[src/rtl/alu_pkg.sv]
package alu_pkg;
    localparam int unsigned OP_W = 3;

    localparam logic [OP_W-1:0] OPC_AND  = 3'd0;
    localparam logic [OP_W-1:0] OPC_OR   = 3'd1;
    localparam logic [OP_W-1:0] OPC_NOR  = 3'd2;
    localparam logic [OP_W-1:0] OPC_XOR  = 3'd3;
    localparam logic [OP_W-1:0] OPC_ADD  = 3'd4;
    localparam logic [OP_W-1:0] OPC_SUB  = 3'd5;
    localparam logic [OP_W-1:0] OPC_SLT  = 3'd6;
    localparam logic [OP_W-1:0] OPC_NONE = 3'd7;

    localparam logic [1:0] XF_NONE    = 2'b00;
    localparam logic [1:0] XF_BUS2A   = 2'b01;
    localparam logic [1:0] XF_RES2BUS = 2'b10;
    localparam logic [1:0] XF_RES2A   = 2'b11;

    typedef struct packed {
        logic zero;
        logic carry;
        logic ovf;
    } alu_flags_t;

    typedef struct packed {
        logic a;
        logic b;
        logic r;
    } slice_regs_t;
endpackage

[src/rtl/alu_bit_slice.sv]
module alu_bit_slice
    import alu_pkg::*;
(
    input  logic            clk,
    input  logic            rst,
    input  logic            bus_bit,
    input  logic            a_from_bus,
    input  logic            a_from_res,
    input  logic            b_load,
    input  logic            r_load,
    input  logic [OP_W-1:0] op,
    input  logic            b_inv,
    input  logic            c_in,
    input  logic            slt_in,
    output logic            a_bit,
    output logic            b_bit,
    output logic            r_bit,
    output logic            gen,
    output logic            prop,
    output logic            sum,
    output logic            fn_bit
);
    slice_regs_t st_q, st_d;
    logic        b_eff;

    always_comb begin
        b_eff = st_q.b ^ b_inv;
        gen   = st_q.a & b_eff;
        prop  = st_q.a ^ b_eff;
        sum   = prop ^ c_in;
        case (op)
            OPC_AND: fn_bit = st_q.a & st_q.b;
            OPC_OR:  fn_bit = st_q.a | st_q.b;
            OPC_NOR: fn_bit = ~(st_q.a | st_q.b);
            OPC_XOR: fn_bit = st_q.a ^ st_q.b;
            OPC_ADD: fn_bit = sum;
            OPC_SUB: fn_bit = sum;
            OPC_SLT: fn_bit = slt_in;
            default: fn_bit = st_q.r;
        endcase

        st_d = st_q;
        if (a_from_bus)      st_d.a = bus_bit;
        else if (a_from_res) st_d.a = st_q.r;
        if (b_load)          st_d.b = bus_bit;
        if (r_load)          st_d.r = fn_bit;
    end

    always_ff @(posedge clk) begin
        if (rst) st_q <= '0;
        else     st_q <= st_d;
    end

    assign a_bit = st_q.a;
    assign b_bit = st_q.b;
    assign r_bit = st_q.r;

    a_r8_bus_to_a: assert property (@(posedge clk) disable iff (rst)
        a_from_bus |=> a_bit == $past(bus_bit));
endmodule

[src/rtl/alu_lookahead.sv]
module alu_lookahead #(
    parameter int unsigned W = 8
) (
    input  logic [W-1:0] g,
    input  logic [W-1:0] p,
    input  logic         cin,
    output logic [W:0]   c
);
    always_comb begin
        c[0] = cin;
        for (int i = 1; i <= W; i++) begin
            logic acc;
            logic term;
            term = cin;
            for (int k = 0; k < i; k++) term = term & p[k];
            acc = term;
            for (int j = 0; j < i; j++) begin
                term = g[j];
                for (int k = j + 1; k < i; k++) term = term & p[k];
                acc = acc | term;
            end
            c[i] = acc;
        end
    end
endmodule

[src/rtl/alu_status.sv]
module alu_status
    import alu_pkg::*;
#(
    parameter int unsigned W = 8
) (
    input  logic            clk,
    input  logic            rst,
    input  logic            load,
    input  logic [OP_W-1:0] op,
    input  logic [W-1:0]    res_next,
    input  logic            c_out,
    input  logic            ovf_in,
    output alu_flags_t      flags
);
    alu_flags_t fl_q, fl_d;
    logic       arith;

    always_comb begin
        arith = (op == OPC_ADD) || (op == OPC_SUB);
        fl_d  = fl_q;
        if (load) begin
            fl_d.zero  = (res_next == '0);
            fl_d.carry = arith & c_out;
            fl_d.ovf   = arith & ovf_in;
        end
    end

    always_ff @(posedge clk) begin
        if (rst) fl_q <= '0;
        else     fl_q <= fl_d;
    end

    assign flags = fl_q;

    a_r7_flags_hold: assert property (@(posedge clk) disable iff (rst)
        !load |=> $stable(flags));
endmodule

[src/rtl/bitslice_alu.sv]
module bitslice_alu
    import alu_pkg::*;
#(
    parameter int unsigned W = 8
) (
    input  logic            clk,
    input  logic            rst,
    input  logic [W-1:0]    bus_in,
    output logic [W-1:0]    bus_out,
    input  logic            load_b,
    input  logic [1:0]      xfer,
    input  logic            alu_go,
    input  logic [OP_W-1:0] alu_op,
    output logic [W-1:0]    result,
    output logic [W-1:0]    reg_a,
    output logic [W-1:0]    reg_b,
    output logic            flag_zero,
    output logic            flag_carry,
    output logic            flag_ovf
);
    localparam int unsigned MSB = W - 1;

    logic [W-1:0] gen_v, prop_v, sum_v, fn_v, slt_v;
    logic [W:0]   carry_v;
    logic         inv_b, ld_res, ovf, less;
    alu_flags_t   flags;

    assign inv_b  = (alu_op == OPC_SUB) || (alu_op == OPC_SLT);
    assign ld_res = alu_go && (alu_op != OPC_NONE);
    assign ovf    = carry_v[W] ^ carry_v[MSB];
    assign less   = sum_v[MSB] ^ ovf;

    generate
        for (genvar i = 0; i < W; i++) begin : g_slice
            if (i == 0) begin : g_lsb
                assign slt_v[i] = less;
            end else begin : g_upper
                assign slt_v[i] = 1'b0;
            end
            alu_bit_slice u_slice (
                .clk        (clk),
                .rst        (rst),
                .bus_bit    (bus_in[i]),
                .a_from_bus (xfer == XF_BUS2A),
                .a_from_res (xfer == XF_RES2A),
                .b_load     (load_b),
                .r_load     (ld_res),
                .op         (alu_op),
                .b_inv      (inv_b),
                .c_in       (carry_v[i]),
                .slt_in     (slt_v[i]),
                .a_bit      (reg_a[i]),
                .b_bit      (reg_b[i]),
                .r_bit      (result[i]),
                .gen        (gen_v[i]),
                .prop       (prop_v[i]),
                .sum        (sum_v[i]),
                .fn_bit     (fn_v[i])
            );
        end
    endgenerate

    alu_lookahead #(.W(W)) u_cla (
        .g   (gen_v),
        .p   (prop_v),
        .cin (inv_b),
        .c   (carry_v)
    );

    alu_status #(.W(W)) u_status (
        .clk      (clk),
        .rst      (rst),
        .load     (ld_res),
        .op       (alu_op),
        .res_next (fn_v),
        .c_out    (carry_v[W]),
        .ovf_in   (ovf),
        .flags    (flags)
    );

    assign flag_zero  = flags.zero;
    assign flag_carry = flags.carry;
    assign flag_ovf   = flags.ovf;
    assign bus_out    = (xfer == XF_RES2BUS) ? result : '0;

    a_r9_bus_quiet: assert property (@(posedge clk) disable iff (rst)
        xfer != XF_RES2BUS |-> bus_out == '0);
    a_r5_slt_upper_zero: assert property (@(posedge clk) disable iff (rst)
        (ld_res && alu_op == OPC_SLT) |=> result[MSB:1] == '0);
    a_r6_zero_tracks: assert property (@(posedge clk) disable iff (rst)
        ld_res |=> flag_zero == (result == '0));
    a_r7_result_hold: assert property (@(posedge clk) disable iff (rst)
        !ld_res |=> $stable(result));
    a_r10_res_to_a: assert property (@(posedge clk) disable iff (rst)
        xfer == XF_RES2A |=> reg_a == $past(result));
    a_r11_load_b: assert property (@(posedge clk) disable iff (rst)
        load_b |=> reg_b == $past(bus_in));
endmodule

[config.mk]
export PLATFORM = sky130hd
export DESIGN_NAME = bitslice_alu
export DESIGN_NICKNAME = d
export VERILOG_FILES = /design/src/rtl/alu_pkg.sv /design/src/rtl/alu_bit_slice.sv /design/src/rtl/alu_lookahead.sv /design/src/rtl/alu_status.sv /design/src/rtl/bitslice_alu.sv
export SDC_FILE = /design/constraint.sdc
export NUM_CORES = 1
export LEC_CHECK = 0
export ABC_AREA = 0
export BUFFER_PORTS_ARGS = -buffer_cell sky130_fd_sc_hd__buf_2
export CORE_ASPECT_RATIO = 0.7
export CORE_UTILIZATION = 35
export DETAILED_ROUTE_END_ITERATION = 6
export MAX_ROUTING_LAYER = met4
export SYNTH_ARGS = -nofsm -noshare
export SYNTH_HDL_FRONTEND = slang
export SYNTH_SLANG_ARGS = --single-unit
[constraint.sdc]
create_clock -name clk -period 3 [get_ports clk]
set_input_delay 0.15 -clock clk [delete_from_list [all_inputs] [get_ports clk]]
set_output_delay 0.15 -clock clk [all_outputs]
set_load 0.03 [all_outputs]
* Word level (Yosys, flattened, before mapping)
Cells that the tools add are included.
Storage, ports and cells: output and inout bits 35, input port bits 17, word-level logic and storage cells 209, register bits 27
Operators by class: multiplexer cells 25, eq/ne operators 10, bitwise operators 140, reductions and logical operators 7
Operators by type and width (count):
- bitwise AND 1 bit | 54
- one-hot mux 1 bit (6 select lines) | 8
- OR 1 bit | 44
- XOR 1 bit | 34
- 2-to-1 mux 1 bit | 16
- equality test 3 bit (second input constant) | 3
- logical NOT 8 bit | 1
- 2-to-1 mux 8 bit | 1
- inverter 1 bit | 8
- equality test 3 x 2 -> 1 bit (second input constant) | 2
- equality test 2 bit (second input constant) | 2
- equality test 3 x 1 -> 1 bit (second input constant) | 1
- logical NOT 3 bit | 1
- != test 3 bit (second input constant) | 1
- equality test 2 x 1 -> 1 bit (second input constant) | 1
- logical OR 1 bit | 2
- nonzero test 2 bit | 1
- OR reduction 2 bit | 1
- logical AND 1 bit | 1

* Longest topological paths before layout
depth in word-level cells 24, gate-level depth with buffers 11, mapped depth without buffers 11

* By module
From an unflattened synthesis, not the netlist that was laid out.
Unflattened totals: cell total of the unflattened synthesis 275, area, all modules 2532.4 sq um
By module, submodules not included:
- alu_bit_slice | instances 8, cells an instance 28, area each 270.3 sq um, sequential area each 60.1 sq um
- alu_status | instances 1, cells an instance 16, area each 133.9 sq um, sequential area each 60.1 sq um
- alu_lookahead | instances 1, cells an instance 17, area each 120.1 sq um, sequential area each 0.0 sq um
- bitslice_alu | instances 1, cells an instance 18, area each 116.4 sq um, sequential area each 0.0 sq um

* Worst setup path before layout
No wires, ideal clock.
path kind input to register, start input port alu_op[2], end register u_status.fl_q (netlist bit u_status.flags[2]), path buffers 1, stages on the path 11, setup time 0.116 ns, path slack 0.180 ns, arrival time 2.704 ns, data required time 2.884 ns, cells stage by stage clkbuf_1 nand2_1 xnor2_1 ha_1 a2111o_1 a31oi_4 o32ai_4 nor2_1 nor2b_1 o32a_1 a31o_1
On the way: word-level cells in the longest chain between the ends 24, elaborated cells between the ends (all ways) 126, classes of those cells 7 x eq/ne; 8 x mux; 106 x bitwise; 5 x reduce/logical
Ends and longest elaborated chain:
- start: declaration | line bitslice_alu.sv:13 | input logic [OP_W-1:0] alu_op,
- equality test 3 bit | line alu_bit_slice.sv:31, bitslice_alu.sv:28
- logical OR 1 bit | line bitslice_alu.sv:28 | assign inv_b = (alu_op == OPC_SUB) || (alu_op == OPC_SLT);
- XOR 1 bit | line alu_bit_slice.sv:27 | b_eff = st_q.b ^ b_inv;
- XOR 1 bit | line alu_bit_slice.sv:29 | prop = st_q.a ^ b_eff;
- bitwise AND 1 bit (8 in a row) | line alu_lookahead.sv:15 | for (int k = 0; k < i; k++) term = term & p[k];
- OR 1 bit (8 in a row) | line alu_lookahead.sv:20 | acc = acc | term;
- XOR 1 bit | line bitslice_alu.sv:30 | assign ovf = carry_v[W] ^ carry_v[MSB];
- XOR 1 bit | line bitslice_alu.sv:31 | assign less = sum_v[MSB] ^ ovf;
- one-hot mux 1 bit (6 select lines) | line alu_bit_slice.sv:31 | case (op)
- logical NOT 8 bit | line alu_status.sv:22 | fl_d.zero = (res_next == '0);
- end signal: assignment | line alu_status.sv:30 | else fl_q <= fl_d;
- end: declaration | line alu_status.sv:15 | alu_flags_t fl_q, fl_d;
Parallel ways exist; a longest one is shown, timed or not. A chain may end at the register's enable or synchronous reset.

* Worst setup path in the final report
start register g_slice[1].u_slice.st_q (netlist bit g_slice[1].u_slice.b_bit), end register u_status.fl_q (netlist bit u_status.flags[2])
On the way: word-level cells in the longest chain between the ends 21, elaborated cells between the ends (all ways) 80, classes of those cells 8 x mux; 71 x bitwise; 1 x reduce/logical
Ends and longest elaborated chain:
- start: declaration | line alu_bit_slice.sv:23 | slice_regs_t st_q, st_d;
- start signal: assignment | line alu_bit_slice.sv:51 | else st_q <= st_d;
- XOR 1 bit | line alu_bit_slice.sv:27
- XOR 1 bit | line alu_bit_slice.sv:29
- bitwise AND 1 bit (on tied branches) (7 in a row) | line alu_lookahead.sv:15, alu_lookahead.sv:19
- OR 1 bit (8 in a row) | line alu_lookahead.sv:20
- XOR 1 bit | line bitslice_alu.sv:30
- XOR 1 bit | line bitslice_alu.sv:31
- one-hot mux 1 bit (6 select lines) | line alu_bit_slice.sv:31
- logical NOT 8 bit (*) | line alu_status.sv:22
Mark *: on every way between the ends. The rest lies on a longest branch, timed or not.

==> out/summary.txt <==
Antenna violations before repair -> 0
Placer Congestion -> 0.852
Router iterations before antenna repair -> 4
Yosys reg bits -> 27
Total GRT Usage -> 0.182
Setup violators final -> 0
Total CTS buffers -> 3
Ys async rst share -> 0
Port bufs -> 51
VDD IR max -> 0.201 mV
Vias in the first global route -> 2058
Max-cap violations -> 0
Clock Latency Late Sink -> 0.28 ns
Synth area leader -> dfxtp_1
Int Pwr -> 0.663 mW
Final Hold Fails -> 0
Mapped Cells -> 317
Reg power frac -> 0.388
Cell Pwr Density -> 393 nW/µm²
Status -> completed
YS warnings -> 0
Filler cell count in the final layout -> 753
Register area share after synthesis -> 0.210
# Post-CTS Setup Buffers -> 0
Avg Synthesized Cell Area -> 8.13 µm²
Sw Share -> 0.396
Area Growth Syn to Fin -> 8.40%
DR WL/cell -> 15.7 µm
CTS clk-pin slew, worst paths -> 0.10 ns
Top Ports -> 52
Antenna-violating nets left -> 0
Mapped cell area -> 2580 µm²
Vias per Instance -> 5.35
Post-Route WL -> 6800 µm
Cts repair resizes -> 0
RSZ-0062 raised after global routing -> no
Die area -> 7710 µm²
CTS Buffer Depth -> 2
Placed wire-length estimate -> 5390 µm
Clk sinks -> 27
Max Slew Vio Count -> 0
Post-synth top cells -> nor2_1 (43), dfxtp_1 (27), buf_4 (25)
GR Overflow Total -> 0
R2R Setup Slk -> 0.39 ns
Post-Place Setup Slack -> 0.203 ns
Post-route minimum period -> 2.61 ns
Worst hold path type -> primary input to flop
Die width -> 105 µm
Post-route DRC -> 0
Worst slew pin tran -> 0.791 ns
Total number of vias -> 2310
Setup Crit Path Kind -> flop to flop
Slew HR -> 0.472
Syn_nets -> 358
Net switching power -> 0.434 mW
Startpoint types -> flop
ANT cells -> 0
Yosys cell types -> 50
Clock power share -> 0.191
Area taken by multi-input logic gates -> 1710 µm²
Pin count of the biggest net entering global routing -> 29
Layout cell share with drive strength beyond 1 -> 0.207
Setup TNS -> 0 ns
Fmax -> 383 MHz
Row Count -> 25
Count leader, synth -> nor2_1
Die Ht -> 73.8 µm
# H-tree levels -> 1
Post-synth EDFFs -> 0
CTS tree -> yes
Final period util -> 0.870
Logic gate share of total power -> 0.421
Initial drt markers -> 114
Synth top area cells -> dfxtp_1 (21%), ha_1 (12%), mux2i_1 (8.9%)
Synth Flop Type -> dfxtp_1
Nets -> 380
Final setup margin -> 0.389 ns
Initial Util -> 0.371
Synth top area share -> 0.210
Worst-path fanout max -> 5
First-pass GRT wire length -> 10600 µm
Lkg Pwr -> 1.25 nW
Crit end category -> flop
Core area -> 6940 µm²
Clk_skew -> 0.0103 ns
Clock Tree Root -> clkbuf_8
Critical Path AT -> 2.83 ns
Sequential cell area -> 541 µm²
Worst EP required -> 3.22 ns
# hold bufs at CTS -> 0
## kinds of logic (layout without fill, tap and decap cells)
family,Yosys count,in the layout,synth area share
AOI/OAI and AO/OA,65,65,0.202
xor gates and xnor gates,11,11,0.0403
adders and majority gates,24,24,0.117
buffers and inverters,62,83,0.128
DFF,27,27,0.210
muxes,28,28,0.111
and+or+nand+nor,100,100,0.193
## power groups by stage
stage | Sequential, mW | Clock (mW) | Combinational [mW]
floorplan | 0.419 | 0 | 0.384
global placement | 0.434 | 0 | 0.452
detailed placement | 0.435 | 0 | 0.459
CTS | 0.427 | 0.218 | 0.461
global route | 0.431 | 0.231 | 0.504
finish | 0.426 | 0.209 | 0.462
## path summary, 6_finish.rpt
check | start | to | cells past startpoint
setup reg to reg | g_slice[1].u_slice.b_bit | u_status.flags[2] | 10
setup / recovery | g_slice[1].u_slice.b_bit | u_status.flags[2] | 10
hold reg to reg | u_status.flags[1] | u_status.flags[1] | 2
hold / removal | bus_in[7] | g_slice[7].u_slice.b_bit | 3
## cells in the final DEF, fill, tap and decap left out, types with 7 or more instances in the layout
master	n
buf_2	51
nor2_1	43
o211ai_1	11
nand2_1	13
a211oi_1	16
inv_1	21
mux2i_1	23
and2_1	10
xnor2_1	10
dfxtp_1	27
a221oi_1	7
ha_1	24
## sequential cells by signal, indices dropped and copies added (netlist names)
signal                 count
g_slice.u_slice.a_bit      8
g_slice.u_slice.r_bit      8
u_status.flags             3
g_slice.u_slice.b_bit      8
## metal layers
layer	share of wire	global-route usage
met5	0	-
met4	0.010	0.0397
met3	0.072	0.0328
met2	0.43	0.280
met1	0.48	0.249
## final cells by class
type,instances,share of cell area
repair buffers,57,0.108
well taps,94,0.0421
multi-input cells,228,0.611
clock buffers,4,0.0161
flip-flops and latches,27,0.194
inverters,22,0.0296
## worst max-delay path, stage by stage, from the launching register on
cell      delay (ns)
dfxtp_1         0.45
xnor2_1         0.11
ha_1            0.36
and2_1          0.20
a221oi_1        0.38
buf_4           0.20
xnor2_1         0.07
a211oi_2        0.29
nor2_1          0.09
nor4_1          0.25
a31o_1          0.17
## per-stage QoR
stage	power, mW	utilization	hold slack [ns]	std cells	instance area, µm²
2_1_floorplan	0.802	-	0.298	317	2580
3_5_place_dp	0.894	0.396	0.410	428	2750
4_1_cts	1.11	0.402	0.114	432	2790
3_3_place_gp	0.886	0.396	0.407	428	2750
5_1_grt	1.17	0.402	0.126	432	2790
6_report	1.10	0.402	0.120	432	2790
Note: power is estimated with default switching activity, not from simulation.
